### src/rtl/sss_pkg.sv
package sss_pkg;
  localparam int KEY_ADDR_W = 13;
  localparam int SEQ_LEN    = 6;

  // Unlock address for each step of the sequence (order is behaviour).
  function automatic logic [KEY_ADDR_W-1:0] key_addr(input int idx);
    case (idx)
      0:       key_addr = 13'h0000;
      1:       key_addr = 13'h1555;
      2:       key_addr = 13'h0AAA;
      3:       key_addr = 13'h1FFF;
      4:       key_addr = 13'h10F0;
      default: key_addr = 13'h0F0F;
    endcase
  endfunction
endpackage

### src/rtl/sss_key_match.sv
module sss_key_match #(
  parameter int ADDR_W = sss_pkg::KEY_ADDR_W,
  parameter int STEPS  = sss_pkg::SEQ_LEN,
  localparam int CNT_W = $clog2(STEPS)
) (
  input  logic [ADDR_W-1:0] addr,
  input  logic [CNT_W-1:0]  step,
  output logic              hit_step,
  output logic              hit_first,
  output logic              last_step
);
  logic [ADDR_W-1:0] key_tab [STEPS];

  for (genvar i = 0; i < STEPS; i++) begin : g_key
    assign key_tab[i] = ADDR_W'(sss_pkg::key_addr(i));
  end

  assign hit_step  = (addr == key_tab[step]);
  assign hit_first = (addr == key_tab[0]);
  assign last_step = (step == CNT_W'(STEPS - 1));
endmodule

### src/rtl/sss_step_ctr.sv
module sss_step_ctr #(
  parameter int STEPS  = sss_pkg::SEQ_LEN,
  localparam int CNT_W = $clog2(STEPS)
) (
  input  logic             clk,
  input  logic             rst,
  input  logic             clr,
  input  logic             adv,
  input  logic             restart,
  output logic [CNT_W-1:0] step
);
  always_ff @(posedge clk) begin
    if (rst || clr)   step <= '0;
    else if (adv)     step <= step + CNT_W'(1);
    else if (restart) step <= CNT_W'(1);
  end
endmodule

### src/rtl/sss_busy_ctl.sv
module sss_busy_ctl (
  input  logic clk,
  input  logic rst,
  input  logic fire,
  input  logic done,
  output logic store_start,
  output logic io_disable
);
  always_ff @(posedge clk) begin
    if (rst) begin
      store_start <= 1'b0;
      io_disable  <= 1'b0;
    end else begin
      store_start <= fire;
      if (fire)      io_disable <= 1'b1;
      else if (done) io_disable <= 1'b0;
    end
  end
endmodule

### src/rtl/sss_detector.sv
module sss_detector #(
  parameter int ADDR_W = sss_pkg::KEY_ADDR_W,
  parameter int STEPS  = sss_pkg::SEQ_LEN,
  localparam int CNT_W = $clog2(STEPS)
) (
  input  logic              clk,
  input  logic              rst,
  input  logic [ADDR_W-1:0] addr,
  input  logic              rd_strobe,
  input  logic              wr_strobe,
  input  logic              store_done,
  output logic              store_start,
  output logic              io_disable
);
  logic [CNT_W-1:0] step;
  logic hit_step, hit_first, last_step;
  logic rd_ok, wr_ok, fire, adv, restart, clr;

  // Strobes count only while no store is running; a write beats a read.
  assign rd_ok   = rd_strobe & ~wr_strobe & ~io_disable;
  assign wr_ok   = wr_strobe & ~io_disable;
  assign fire    = rd_ok & hit_step & last_step;
  assign adv     = rd_ok & hit_step & ~last_step;
  assign restart = rd_ok & ~hit_step & hit_first;
  assign clr     = wr_ok | fire | (rd_ok & ~hit_step & ~hit_first);

  sss_key_match #(.ADDR_W(ADDR_W), .STEPS(STEPS)) u_match (
    .addr(addr), .step(step), .hit_step(hit_step),
    .hit_first(hit_first), .last_step(last_step)
  );

  sss_step_ctr #(.STEPS(STEPS)) u_ctr (
    .clk(clk), .rst(rst), .clr(clr), .adv(adv),
    .restart(restart), .step(step)
  );

  sss_busy_ctl u_busy (
    .clk(clk), .rst(rst), .fire(fire), .done(store_done),
    .store_start(store_start), .io_disable(io_disable)
  );
endmodule

### config.mk
export PLATFORM = sky130hd
export DESIGN_NAME = sss_detector
export DESIGN_NICKNAME = d
export VERILOG_FILES = /design/src/rtl/sss_pkg.sv /design/src/rtl/sss_key_match.sv /design/src/rtl/sss_step_ctr.sv /design/src/rtl/sss_busy_ctl.sv /design/src/rtl/sss_detector.sv
export SDC_FILE = /design/constraint.sdc
export NUM_CORES = 1
export LEC_CHECK = 0
export BUFFER_PORTS_ARGS = -buffer_cell sky130_fd_sc_hd__buf_4
export CORE_AREA = 2 2 39 41
export DETAILED_ROUTE_END_ITERATION = 8
export DIE_AREA = 0 0 41 43
export GPL_TIMING_DRIVEN = 0
export SETUP_SLACK_MARGIN = 0.05
export SYNTH_ARGS = -nofsm -noshare
export SYNTH_HDL_FRONTEND = slang
export SYNTH_SLANG_ARGS = --single-unit
### constraint.sdc
create_clock -name clk -period 2.2 [get_ports clk]
set_input_delay 0.44 -clock clk [delete_from_list [all_inputs] [get_ports clk]]
set_output_delay 0.44 -clock clk [all_outputs]
set_load 0.005 [all_outputs]
# Yosys cells after proc, flatten, opt, wreduce, memory -nomap -nowiden
# Memory sizes are Yosys's and may differ from the RTL's.
# Cells that the tools add are included.
[totals]
out_inout_bits = 2
romBits = 104
in_bits = 18
n_memories = 1
regBits = 5
[op_classes]
eq_ne = 2
n_lt_le_gt_ge = 1
add_sub_neg = 1
n_reduce_logical = 4
n_mux = 6
bitwise_logic = 17
[memory_table]
columns = ["name", "words", "word_bits", "rd", "rd_clocked_by_memory_dff", "write_ports", "line", "source"]
rows = [
  ["(no name shown)", 8, 13, 1, 0, 0, "sss_key_match.sv:18", "assign hit_step = (addr == key_tab[step]);"],
]
[ops]
columns = ["op", "n"]
rows = [
  ["$mux 13", 2],
  ["$eq 13x13->1", 1],
  ["$logic_not 13->1", 1],
  ["$and 1x1->1", 9],
  ["$mux 3", 2],
  ["$not 1->1", 5],
  ["$ge 4x4->1 const B", 1],
  ["$not 3->4", 1],
  ["$reduce_bool 2->1", 2],
  ["$add 3x1->3 const B", 1],
  ["$eq 3x3->1 const B", 1],
  ["$mux 1", 2],
  ["$or 1x1->1", 2],
  ["$logic_or 1x1->1", 1],
]

# Logic depth before layout (Yosys ltp)
# Gate-level depths: netlist of the first run.
[logic_depth]
depth_word = 10
ltp_mapped = 7
mapped_depth_nobuf = 7

# Modules after synthesis
# A second synthesis of the first run with hierarchy kept.
[hier_totals]
hier_cells = 48
hier_area_um2 = 395.4
[by_module_without_submodules]
columns = ["module", "cells_each", "instances", "area_per_inst_um2"]
rows = [
  ["sss_step_ctr", 12, 1, 141.4],
  ["sss_key_match", 20, 1, 127.6],
  ["sss_detector", 10, 1, 63.8],
  ["sss_busy_ctl", 6, 1, 62.6],
]

# Worst setup path before layout of the first run
# Ideal clock, no wire load.
[synth_timing]
kind = "in2reg"
startpoint = "input addr[2]"
endpoint = "register u_ctr.step[0]"
n_path_buf = 0
t_arrival_ps = 1900
path_stages = 6
setup_time_ps = 138
slack_ps = 162
cell_sequence = "or4_4 -> o22ai_1 -> nand4_1 -> or4_1 -> o211ai_2 -> a311oi_2"
[synth_between]
elab_chain_cells = 6
[synth_rtl]
columns = ["item", "line", "source"]
rows = [
  ["start: declaration", "sss_detector.sv:8", "input logic [ADDR_W-1:0] addr,"],
  ["$eq 13x13->1", "sss_key_match.sv:18", ""],
  ["$and 1x1->1 or $not 1->1 (tied branches)", "--", ""],
  ["$and 1x1->1, on equally long branches", "sss_detector.sv:22, sss_detector.sv:24, sss_detector.sv:25", ""],
  ["$or 1x1->1 or $and 1x1->1 (tied branches)", "sss_detector.sv:25", "assign clr = wr_ok | fire | (rd_ok & ~hit_step & ~hit_first);"],
  ["$or 1x1->1", "sss_detector.sv:25", ""],
  ["$logic_or 1x1->1", "sss_step_ctr.sv:13", "if (rst || clr) step <= '0;"],
  ["end signal: assignment", "sss_step_ctr.sv:14", "else if (adv) step <= step + CNT_W'(1);"],
  ["end: declaration", "sss_step_ctr.sv:10", "output logic [CNT_W-1:0] step"],
]
# Parallel ways exist; a longest one is shown, timed or not.
# A chain may end at the register's enable or synchronous reset.

# Worst setup path after layout of the first run
[layout_timing]
startpoint = "input addr[2]"
endpoint = "register u_ctr.step[2]"
# The elaborated chain is that of the path after synthesis.

==> run metrics, run 1 <==
status completed; sinks on the clock net 5; Crit Path Max Fanout 4; H-tree depth 1; number of cell rows 14; Max clock buf depth 2; number of design-rule violations left by the first detailed-router iteration 1; total routing usage reported by global routing about 15%; max-slew violation count 0; final setup violating endpoints 0; kind of capture point of the worst setup path flop; CP Buf/Inv Count 1; IO Count 20; DP Area roughly 600 um^2; detailed-route vias per instance roughly 5.2; clock insertion delay at the later pin of the skew report 0.25 ns; xor-xnor portion of the synthesized cell area 1.96%; final RePlAce weighted congestion 0.729; fraction of the yosys area taken by sequential cells ~22%; cell area after synthesis around 450 um^2; register bit count reported by yosys 5; Max-Cap Viols 0; TritonCTS buffer count 3; arithmetic-cell share of the synthesized area counting full adders, half adders and majority gates 5.59%; number of nets in the finished design 102; top area cells in the synthesized netlist sky130_fd_sc_hd__dfxtp_1 22%, sky130_fd_sc_hd__nand2_1 7.5%, sky130_fd_sc_hd__mux2i_1 6.7%; width of the die 41 um; CTS tree yes; synthesized netlist net count 76; post-DP HPWL 853 um; height of the die 43 um; commonest non-fill, non-tap cell in the layout sky130_fd_sc_hd__buf_4; CP startpoint kind primary input; area occupied by multi-input gates 327 um^2; Post-Layout Inst Area between 600 and 700 um^2; Mapped Avg Cell Area 8.00 um^2; worst-path cell chain buf_4 > or4_4 > o22ai_1 > nand4_1 > or4_1 > o211ai_2 > a211oi_1; slew at the pin with the worst max-slew slack about 0.28 ns; type of the worst setup path primary input to flop; input/output buffers 19; number of antenna diodes 0; first-pass iteration count of the detailed router 3; vias in the first global route roughly 470; fraction of the cycle the final worst path needs 94.1%; hold bufs inserted after CTS 0; commonest cells after routing, fill and taps aside 21 x sky130_fd_sc_hd__buf_4, 9 x sky130_fd_sc_hd__nand2_1, 5 x sky130_fd_sc_hd__dfxtp_1; area share of the largest cell type after synthesis 22.3%; peak supply drop between 0.1 and 0.15 mV; area inside the core boundary 1380 um^2; worst slew slack as a fraction of its limit 81.1%; initial antenna violation count 0; type of the tightest min-delay check primary input to flop; average routed wire per standard cell 11.1 um; cell family with the largest share of critical-path delay simple AND/OR/NAND/NOR gates; post-placement cell count 91; area enclosed by the die boundary 1760 um^2; maximum clock frequency 483 MHz; largest clock skew in the final design 0.00191 ns; setup repair after global routing missed its margin false; combinational family with the most area after synthesis simple AND/OR/NAND/NOR gates; clk root buf sky130_fd_sc_hd__clkbuf_4; filler instances 151; area grow syn2layout 46.6%; post-synthesis mux area share 9.22%; clock slew at reported path FFs roughly 0.040 ns; Max stage delay cell, worst path sky130_fd_sc_hd__or4_1; arrival time of data at the critical path endpoint 2.20 ns; first-pass GRT wire length 1770 um; Starting Density 32.4%; total DRC errors in the routed layout 0; synthesized netlist cell count 56; post-route insts no fill 97; gr ovfl total 0; top cell type by total area after synthesis sky130_fd_sc_hd__dfxtp_1; pwr dens approximately 380 nW/um^2; post-synthesis simple-gate area fraction 33.8%; static power due to leakage 0.265 nW; wire length after detailed routing 1080 um; Hold Violations, Final 0; number of unique standard cell types used by synthesis 29; maximum number of pins on one net before global-route repair 9; Warnings, synthesis 0; required time worst endpoint 2.33 ns; final antenna-violating net count 0; share of post-route cells with drive strength above 1 42.0%; final worst path period need between 2 and 2.5 ns; compound-cell area share of the yosys netlist 19.8%; slowest cell delay on critical path 0.54 ns; via count between 500 and 600; register cell area after layout 100 um^2
-- metal layers --
| layer | global-route usage [%] | share of wire, % | vias up |
|---|---|---|---|
| li1 | - | - | 258 |
| met1 | 16.7 | 38 | 221 |
| met2 | 23.8 | 50 | 22 |
| met3 | 1.57 | 8.1 | 4 |
| met4 | 14.0 | 3.2 | 0 |
| met5 | 0 | 0 | - |
-- synthesized netlist by cell type --
cell type and n:
sky130_fd_sc_hd__nand2_1 9, sky130_fd_sc_hd__dfxtp_1 5, sky130_fd_sc_hd__nor2_1 4, sky130_fd_sc_hd__a21oi_1 3
sky130_fd_sc_hd__mux2i_1 3, sky130_fd_sc_hd__or4_1 3, sky130_fd_sc_hd__ha_1 2, sky130_fd_sc_hd__inv_1 2
sky130_fd_sc_hd__nand3_1 2, sky130_fd_sc_hd__nand3b_1 2, sky130_fd_sc_hd__nand4_1 2, sky130_fd_sc_hd__o21ai_0 2
sky130_fd_sc_hd__a211oi_1 1, sky130_fd_sc_hd__a311oi_2 1, sky130_fd_sc_hd__a31o_2 1, sky130_fd_sc_hd__a31oi_1 1
sky130_fd_sc_hd__and2_1 1, sky130_fd_sc_hd__clkbuf_8 1, sky130_fd_sc_hd__clkdlybuf4s15_2 1, sky130_fd_sc_hd__mux2_2 1
sky130_fd_sc_hd__nand2b_1 1, sky130_fd_sc_hd__nor3_1 1, sky130_fd_sc_hd__o211ai_1 1, sky130_fd_sc_hd__o211ai_2 1
sky130_fd_sc_hd__o22ai_1 1, sky130_fd_sc_hd__or2_2 1, sky130_fd_sc_hd__or3_2 1, sky130_fd_sc_hd__or4_4 1
sky130_fd_sc_hd__xnor2_1 1
-- layout make-up --
class	instances	share of cell area [%]
plain buffers	2	2.86
flip-flops and latches	5	15.2
multi-input cells	47	49.7
repair buffers	21	24.0
inverters	2	1.14
well taps	16	3.05
clock buffers	4	4.00
-- worst paths after layout --
check | start | end | slack (ns) | cells past startpoint
worst min register to register | u_busy.io_disable$_SDFFE_PP0P_ | u_busy.io_disable$_SDFFE_PP0P_ | 0.50 | 2
worst min-delay path | rst | u_busy.io_disable$_SDFFE_PP0P_ | 0.36 | 2
worst max-delay path | addr[2] | u_ctr.step[2]$_SDFFE_PP0P_ | 0.13 | 7
worst max register to register | u_ctr.step[0]$_SDFFE_PP0P_ | u_ctr.step[2]$_SDFFE_PP0P_ | 0.22 | 7
-- through the flow --
stage / power, mW / setup TNS, ns / worst slack (ns) / utilization (%) / hold WS, ns
after floorplan: 0.110 / 0 / 0.162 / - / 0.485
after global placement: 0.138 / -0.243 / -0.0753 / 44.1 / 0.499
after detailed placement: 0.139 / -0.291 / -0.0931 / 44.1 / 0.504
after CTS: 0.250 / 0 / 0.139 / 46.0 / 0.360
after global routing: 0.264 / 0 / 0.0497 / 47.5 / 0.353
final: 0.247 / 0 / 0.129 / 47.5 / 0.362
-- worst reg2reg max path, cell delays in order (launching register included) --
cell and delay [ns]:
sky130_fd_sc_hd__dfxtp_1 0.36, sky130_fd_sc_hd__buf_2 0.20, sky130_fd_sc_hd__nand2_1 0.06, sky130_fd_sc_hd__o21ai_0 0.09, sky130_fd_sc_hd__mux2_2 0.41, sky130_fd_sc_hd__or4_1 0.54, sky130_fd_sc_hd__o211ai_2 0.14, sky130_fd_sc_hd__a211oi_1 0.07
-- registers in the layout, summed over array words and instances, names as in the netlist --
name / cells
u_ctr.step: 3
u_busy.io_disable: 1
u_busy.store_start: 1
-- repair_timing --
item	CTS	global route
setup buffers	0	2
endpoints found under the setup margin	0	4
gates resized for setup	0	4
-- logic make-up (layout without fill, tap and decap cells) --
group                      after synthesis  count (layout)
buffers and inverters                    4              29
xor gates and xnor gates                 1               1
and+or+nand+nor                         28              28
DFF                                      5               5
adders and majority gates                2               2
muxes                                    4               4
AOI/OAI and AO/OA                       12              12
-- report_power, final --
group	internal, mW	switching, mW
combinational	0.0278	0.0179
clock	0.0688	0.0410
sequential	0.0915	0.000489
No activity file was read; power rests on OpenSTA's default activity.
==> run 2: changes to the inputs <==
Settings changed: BUFFER_PORTS_ARGS -buffer_cell sky130_fd_sc_hd__buf_4 to unset, DONT_BUFFER_PORTS set to 1.
==> run metrics, run 2 (synthesis gave the netlist of run 1 again) <==
status completed; pwr dens 445 nW/um^2 (+18%); number of design-rule violations left by the first detailed-router iteration 2 (+1); post-DP HPWL 738 um (-13%); most prevalent standard cell on the critical path sky130_fd_sc_hd__or4_4; CP Buf/Inv Count 0 (-1); fraction of the cycle the final worst path needs 88.4% (-5.8 points); final antenna-violating net count 0 (unchanged); slew at the pin with the worst max-slew slack 0.322 ns (+0.0388 ns); area grow syn2layout 9.78%; initial antenna violation count 0 (unchanged); Setup WS post-layout 0.256 ns (+0.127 ns); register ranked first by flip-flop count u_ctr.step; worst slew slack as a fraction of its limit 78.5% (-2.5 points); commonest cells after routing, fill and taps aside 9 x sky130_fd_sc_hd__nand2_1, 5 x sky130_fd_sc_hd__dfxtp_1, 4 x sky130_fd_sc_hd__nor2_1; wire length after detailed routing 902 um (-16%); Hold Violations, Final 0 (unchanged); via count 426 (-16%); static power due to leakage 0.151 nW (-43%); kind of capture point of the worst setup path flop; TritonCTS buffer count 3 (unchanged); input/output buffers 0 (-19); final worst path period need 1.94 ns (-0.127 ns); required time worst endpoint 2.30 ns (-0.03 ns); sinks on the clock net 5 (unchanged); final RePlAce weighted congestion 0.748 (+2.5%); slowest cell delay on critical path 0.54 ns (about the same); pre-CTS setup slack 0.0125 ns (+0.106 ns); final setup violating endpoints 0 (unchanged); clk root buf sky130_fd_sc_hd__clkbuf_4; Largest register FFs 3 (unchanged); average routed wire per standard cell 12.0 um (+8.2%); TNS Setup 0 ns (unchanged); setup repair after global routing missed its margin false; height of the die 43 um (unchanged); type of the worst setup path primary input to flop; number of antenna diodes 0 (unchanged); Starting Density 32.4% (unchanged); vias in the first global route 398 (-16%); first-pass iteration count of the detailed router 2 (-1); clock slew at reported path FFs 0.04 ns (about the same); maximum clock frequency 514 MHz (+6.5%); max-slew violation count 0 (unchanged); worst-path cell chain or4_4 > o22ai_1 > nand4_1 > or4_4 > o211ai_2 > a311oi_2; CP startpoint kind primary input; share of the core filled with cells 35.5% (-12 points); maximum number of pins on one net before global-route repair 9 (unchanged); arrival time of data at the critical path endpoint 2.05 ns (-0.15 ns); cell family with the largest share of critical-path delay simple AND/OR/NAND/NOR gates; largest registers u_ctr.step (3), u_busy.io_disable (1), u_busy.store_start (1); total routing usage reported by global routing 12.7% (-2.5 points); detailed-route vias per instance 5.68 (+9.1%); clock insertion delay at the later pin of the skew report 0.24 ns (about the same); area enclosed by the die boundary 1760 um^2 (unchanged); number of nets in the finished design 80 (-22%); Crit Path Max Fanout 4 (unchanged); DP Area 468 um^2 (-23%); first-pass GRT wire length 1430 um (-19%); width of the die 41 um (unchanged); gr ovfl total 0 (unchanged); Max clock buf depth 2 (unchanged); CTS tree yes; share of post-route cells with drive strength above 1 22.0% (-20 points); number of cell rows 14 (unchanged); peak supply drop 0.128 mV (+14%); total DRC errors in the routed layout 0 (unchanged); H-tree depth 1 (unchanged); IO Count 20 (unchanged); largest clock skew in the final design 0.00164 ns (-0.000264 ns); Max-Cap Viols 0 (unchanged); Max stage delay cell, worst path sky130_fd_sc_hd__or4_4; commonest non-fill, non-tap cell in the layout sky130_fd_sc_hd__nand2_1; area inside the core boundary 1380 um^2 (unchanged); register-to-register setup slack 0.26 ns (+0.04 ns); type of the tightest min-delay check primary input to flop; Post-Layout Inst Area 492 um^2 (-25%)
run 2: metal layers:
layer / share of wire, % / wire (um) / global-route usage, %
met5: 0 / 0 / 0
met4: 5.1 / 46 / 16.0
met3: 9.4 / 85 / 1.57
met2: 45 / 404 / 17.8
met1: 41 / 366 / 13.7
run 2: report_power, final:
part           switching, mW  total, mW  internal [mW]
sequential           0.00138     0.0928         0.0914
combinational        0.00916     0.0179        0.00873
clock                 0.0395      0.108         0.0687
total                 0.0500      0.219          0.169
run 2: worst reg2reg max path: stages, from the launching register on:
cell	delay, ns
sky130_fd_sc_hd__dfxtp_1	0.31
sky130_fd_sc_hd__clkbuf_8	0.15
sky130_fd_sc_hd__mux2i_1	0.21
sky130_fd_sc_hd__mux2i_1	0.21
sky130_fd_sc_hd__nand4_1	0.21
sky130_fd_sc_hd__or4_4	0.54
sky130_fd_sc_hd__o211ai_2	0.12
sky130_fd_sc_hd__a311oi_2	0.06
run 2: final cells by class:
class	instances	area (um^2)
fill	152	892
buffer	1	13.8
clock buffer	4	26.3
multi-input combinational	47	324
inverter	2	7.51
tap	16	20.0
sequential	5	100
run 2: timing repair:
| item | CTS | global route |
|---|---|---|
| hold buffers | 0 | 0 |
| gates resized for setup | 0 | 2 |
| endpoints found under the setup margin | 0 | 1 |
| setup buffers | 0 | 0 |
run 2: through the flow:
step	power (mW)	instances	hold WS, ns
5_1_grt	0.233	75	0.253
2_1_floorplan	0.110	56	0.485
4_1_cts	0.223	76	0.255
3_5_place_dp	0.113	72	0.512
6_report	0.219	75	0.259
3_3_place_gp	0.112	72	0.503
run 2: worst paths after layout:
path | startpoint | endpoint | depth (start not counted)
setup / recovery | addr[2] | u_ctr.step[0]$_SDFFE_PP0P_ | 6
hold reg to reg | u_busy.io_disable$_SDFFE_PP0P_ | u_busy.io_disable$_SDFFE_PP0P_ | 2
hold / removal | rst | u_busy.io_disable$_SDFFE_PP0P_ | 1
setup reg to reg | u_ctr.step[2]$_SDFFE_PP0P_ | u_ctr.step[0]$_SDFFE_PP0P_ | 7
==> run 3: changes to the inputs <==
Settings changed: ABC_AREA set to 1.
==> run metrics, run 3 <==
Max stage delay cell, worst path sky130_fd_sc_hd__dfxtp_1; status completed; clk root buf sky130_fd_sc_hd__clkbuf_4; clock insertion delay at the later pin of the skew report 0.23 ns (about the same); CTS tree yes; commonest cells after routing, fill and taps aside 33 x sky130_fd_sc_hd__nand2_1, 20 x sky130_fd_sc_hd__inv_1, 10 x sky130_fd_sc_hd__nor2_1; Crit Path Max Fanout 8 (+4); input/output buffers 0 (unchanged); Max clock buf depth 2 (unchanged); arrival time of data at the critical path endpoint 1.63 ns (-0.42 ns); setup repair after global routing missed its margin false; final RePlAce weighted congestion 0.726 (-2.9%); Starting Density 40.8% (+8.4 points); number of antenna diodes 0 (unchanged); largest clock skew in the final design 0.000490 ns (-0.00115 ns); register ranked first by flip-flop count u_ctr.step; number of cell rows 14 (unchanged); slowest cell delay on critical path 0.51 ns (-0.03 ns); count of cells resized by post-cts repair 0 (unchanged); maximum number of pins on one net before global-route repair 9 (unchanged); via count 545 (+28%); CP startpoint kind flop; fraction of the cycle the final worst path needs 68.6% (-20 points); top cell type by total area after synthesis sky130_fd_sc_hd__nand2_1; number of unique standard cell types used by synthesis 20 (-31%); final worst path period need 1.51 ns (-0.435 ns); sinks on the clock net 5 (unchanged); cell area after synthesis 564 um^2 (+26%); first-pass iteration count of the detailed router 3 (+1); initial antenna violation count 0 (unchanged); Mapped Avg Cell Area 5.64 um^2 (-29%); total routing usage reported by global routing 14.8% (+2.1 points); register cell area after layout 100 um^2 (unchanged); gr ovfl total 0 (unchanged); average routed wire per standard cell 8.49 um (-29%); area inside the core boundary 1380 um^2 (unchanged); post-DP HPWL 860 um (+16%); number of synthesized flops with an enable pin 0 (unchanged); Warnings, synthesis 0 (unchanged); WHS Path Cells 1 (unchanged); type of the tightest min-delay check primary input to flop; Overall Power 0.216 mW (-1.4%); dominant cell by count in the synthesized netlist sky130_fd_sc_hd__nand2_1; type of the worst setup path flop to flop; worst slew slack as a fraction of its limit 77.9% (-0.58 points); most prevalent standard cell on the critical path sky130_fd_sc_hd__nand2_1; register bit count reported by yosys 5 (unchanged); detailed-route vias per instance 4.54 (-20%); wire length after detailed routing 1020 um (+13%); ys flop type sky130_fd_sc_hd__dfxtp_1; clock slew at reported path FFs 0.04 ns (about the same); hold bufs inserted after CTS 0 (unchanged); Hold Violations, Final 0 (unchanged); maximum clock frequency 663 MHz (+29%); max-slew violation count 0 (unchanged); slew at the pin with the worst max-slew slack 0.331 ns (+0.00866 ns); R2R cell count 9 (+2); total DRC errors in the routed layout 0 (unchanged); static power due to leakage 0.346 nW (+130%); pwr dens 353 nW/um^2 (-21%); number of nets in the finished design 125 (+56%); Largest register FFs 3 (unchanged); H-tree depth 1 (unchanged); final antenna-violating net count 0 (unchanged); share of post-route cells with drive strength above 1 14.4% (-7.6 points); commonest non-fill, non-tap cell in the layout sky130_fd_sc_hd__nand2_1; final setup violating endpoints 0 (unchanged); synthesized netlist net count 120 (+58%); area occupied by multi-input gates 365 um^2 (+13%); top area cells in the synthesized netlist sky130_fd_sc_hd__nand2_1 22%, sky130_fd_sc_hd__dfxtp_1 18%, sky130_fd_sc_hd__inv_1 13%; first-pass GRT wire length 1790 um (+25%); peak supply drop 0.245 mV (+91%); required time worst endpoint 2.32 ns (+0.02 ns); TritonCTS buffer count 3 (unchanged); share of the core filled with cells 44.1% (+8.6 points); area grow syn2layout 8.20%; width of the die 41 um (unchanged); kind of capture point of the worst setup path flop; number of design-rule violations left by the first detailed-router iteration 5 (+3); area enclosed by the die boundary 1760 um^2 (unchanged); TNS Setup 0 ns (unchanged); cell family with the largest share of critical-path delay simple AND/OR/NAND/NOR gates; number of cells on the critical path 9 (+3); filler instances 150 (-1.3%); largest registers u_ctr.step (3), u_busy.io_disable (1), u_busy.store_start (1); vias in the first global route 473 (+19%); setup repair bufs after CTS 0 (unchanged); worst-path cell chain nand2_2 > nand2_1 > nand2_1 > nand2_1 > nand2_2 > nor2_4 > nand3_1 > nand3_1 > a21oi_1; Max-Cap Viols 0 (unchanged); synthesized netlist cell count 100 (+79%); IO Count 20 (unchanged); height of the die 43 um (unchanged); fraction of the yosys area taken by sequential cells 17.7% (-4.6 points); share of synthesized registers carrying an async set or reset 0% (unchanged); CP Buf/Inv Count 0 (unchanged); area share of the largest cell type after synthesis 22.0% (-0.40 points); most numerous cell types in the synthesized netlist 33 x sky130_fd_sc_hd__nand2_1, 20 x sky130_fd_sc_hd__inv_1, 10 x sky130_fd_sc_hd__nor2_1
-- run 3: final cells by class --
type / instances / area share [%]
multi-input combinational: 71 / 59.8
sequential: 5 / 16.4
inverter: 23 / 14.3
clock buffer: 4 / 4.30
tap: 16 / 3.28
buffer: 1 / 1.84
-- run 3: routing by layer --
layer	up-vias	GRT usage [%]	wire length [um]
met5	-	0	0
met4	0	12.0	17
met3	2	1.57	41
met2	9	22.8	519
met1	225	17.3	440
li1	309	-	-
-- run 3: power by group --
part | switching, mW | internal [mW]
sequential | 0.00000135 | 0.0910
clock | 0.0331 | 0.0683
combinational | 0.0139 | 0.00957
total | 0.0469 | 0.169
-- run 3: per-stage QoR --
stage	std cells	hold WS [ns]	setup WS, ns	area (um^2)
CTS	120	0.266	0.678	611
detailed placement	116	0.504	0.681	584
global placement	116	0.497	0.681	584
floorplan	100	0.473	0.881	564
finish	120	0.273	0.691	611
global route	120	0.255	0.487	611
-- run 3: worst register-to-register path: stages (launching register included) --
cell and delay, ns:
sky130_fd_sc_hd__dfxtp_1 0.51, sky130_fd_sc_hd__nand2_2 0.12, sky130_fd_sc_hd__nand2_1 0.09, sky130_fd_sc_hd__nand2_1 0.04, sky130_fd_sc_hd__nand2_1 0.07, sky130_fd_sc_hd__nand2_2 0.08, sky130_fd_sc_hd__nor2_4 0.14, sky130_fd_sc_hd__nand3_1 0.15
sky130_fd_sc_hd__nand3_1 0.15, sky130_fd_sc_hd__a21oi_1 0.05
-- run 3: kinds of logic after synthesis --
group           after synthesis  synth area share [%]
compound gates                6                  5.99
xor+xnor                      1                  1.55
buf+inv                      24                  17.5
simple gates                 62                  52.8
fa+ha+maj                     2                  4.43
flops                         5                  17.7
-- run 3: worst paths after layout --
path                            slack [ns]                             end                  startpoint
worst min register to register        0.51      u_ctr.step[1]$_SDFFE_PP0P_  u_ctr.step[1]$_SDFFE_PP0P_
worst max-delay path                  0.69      u_ctr.step[1]$_SDFFE_PP0P_  u_ctr.step[0]$_SDFFE_PP0P_
worst max register to register        0.69      u_ctr.step[1]$_SDFFE_PP0P_  u_ctr.step[0]$_SDFFE_PP0P_
worst min-delay path                  0.27  u_busy.io_disable$_SDFFE_PP0P_                         rst
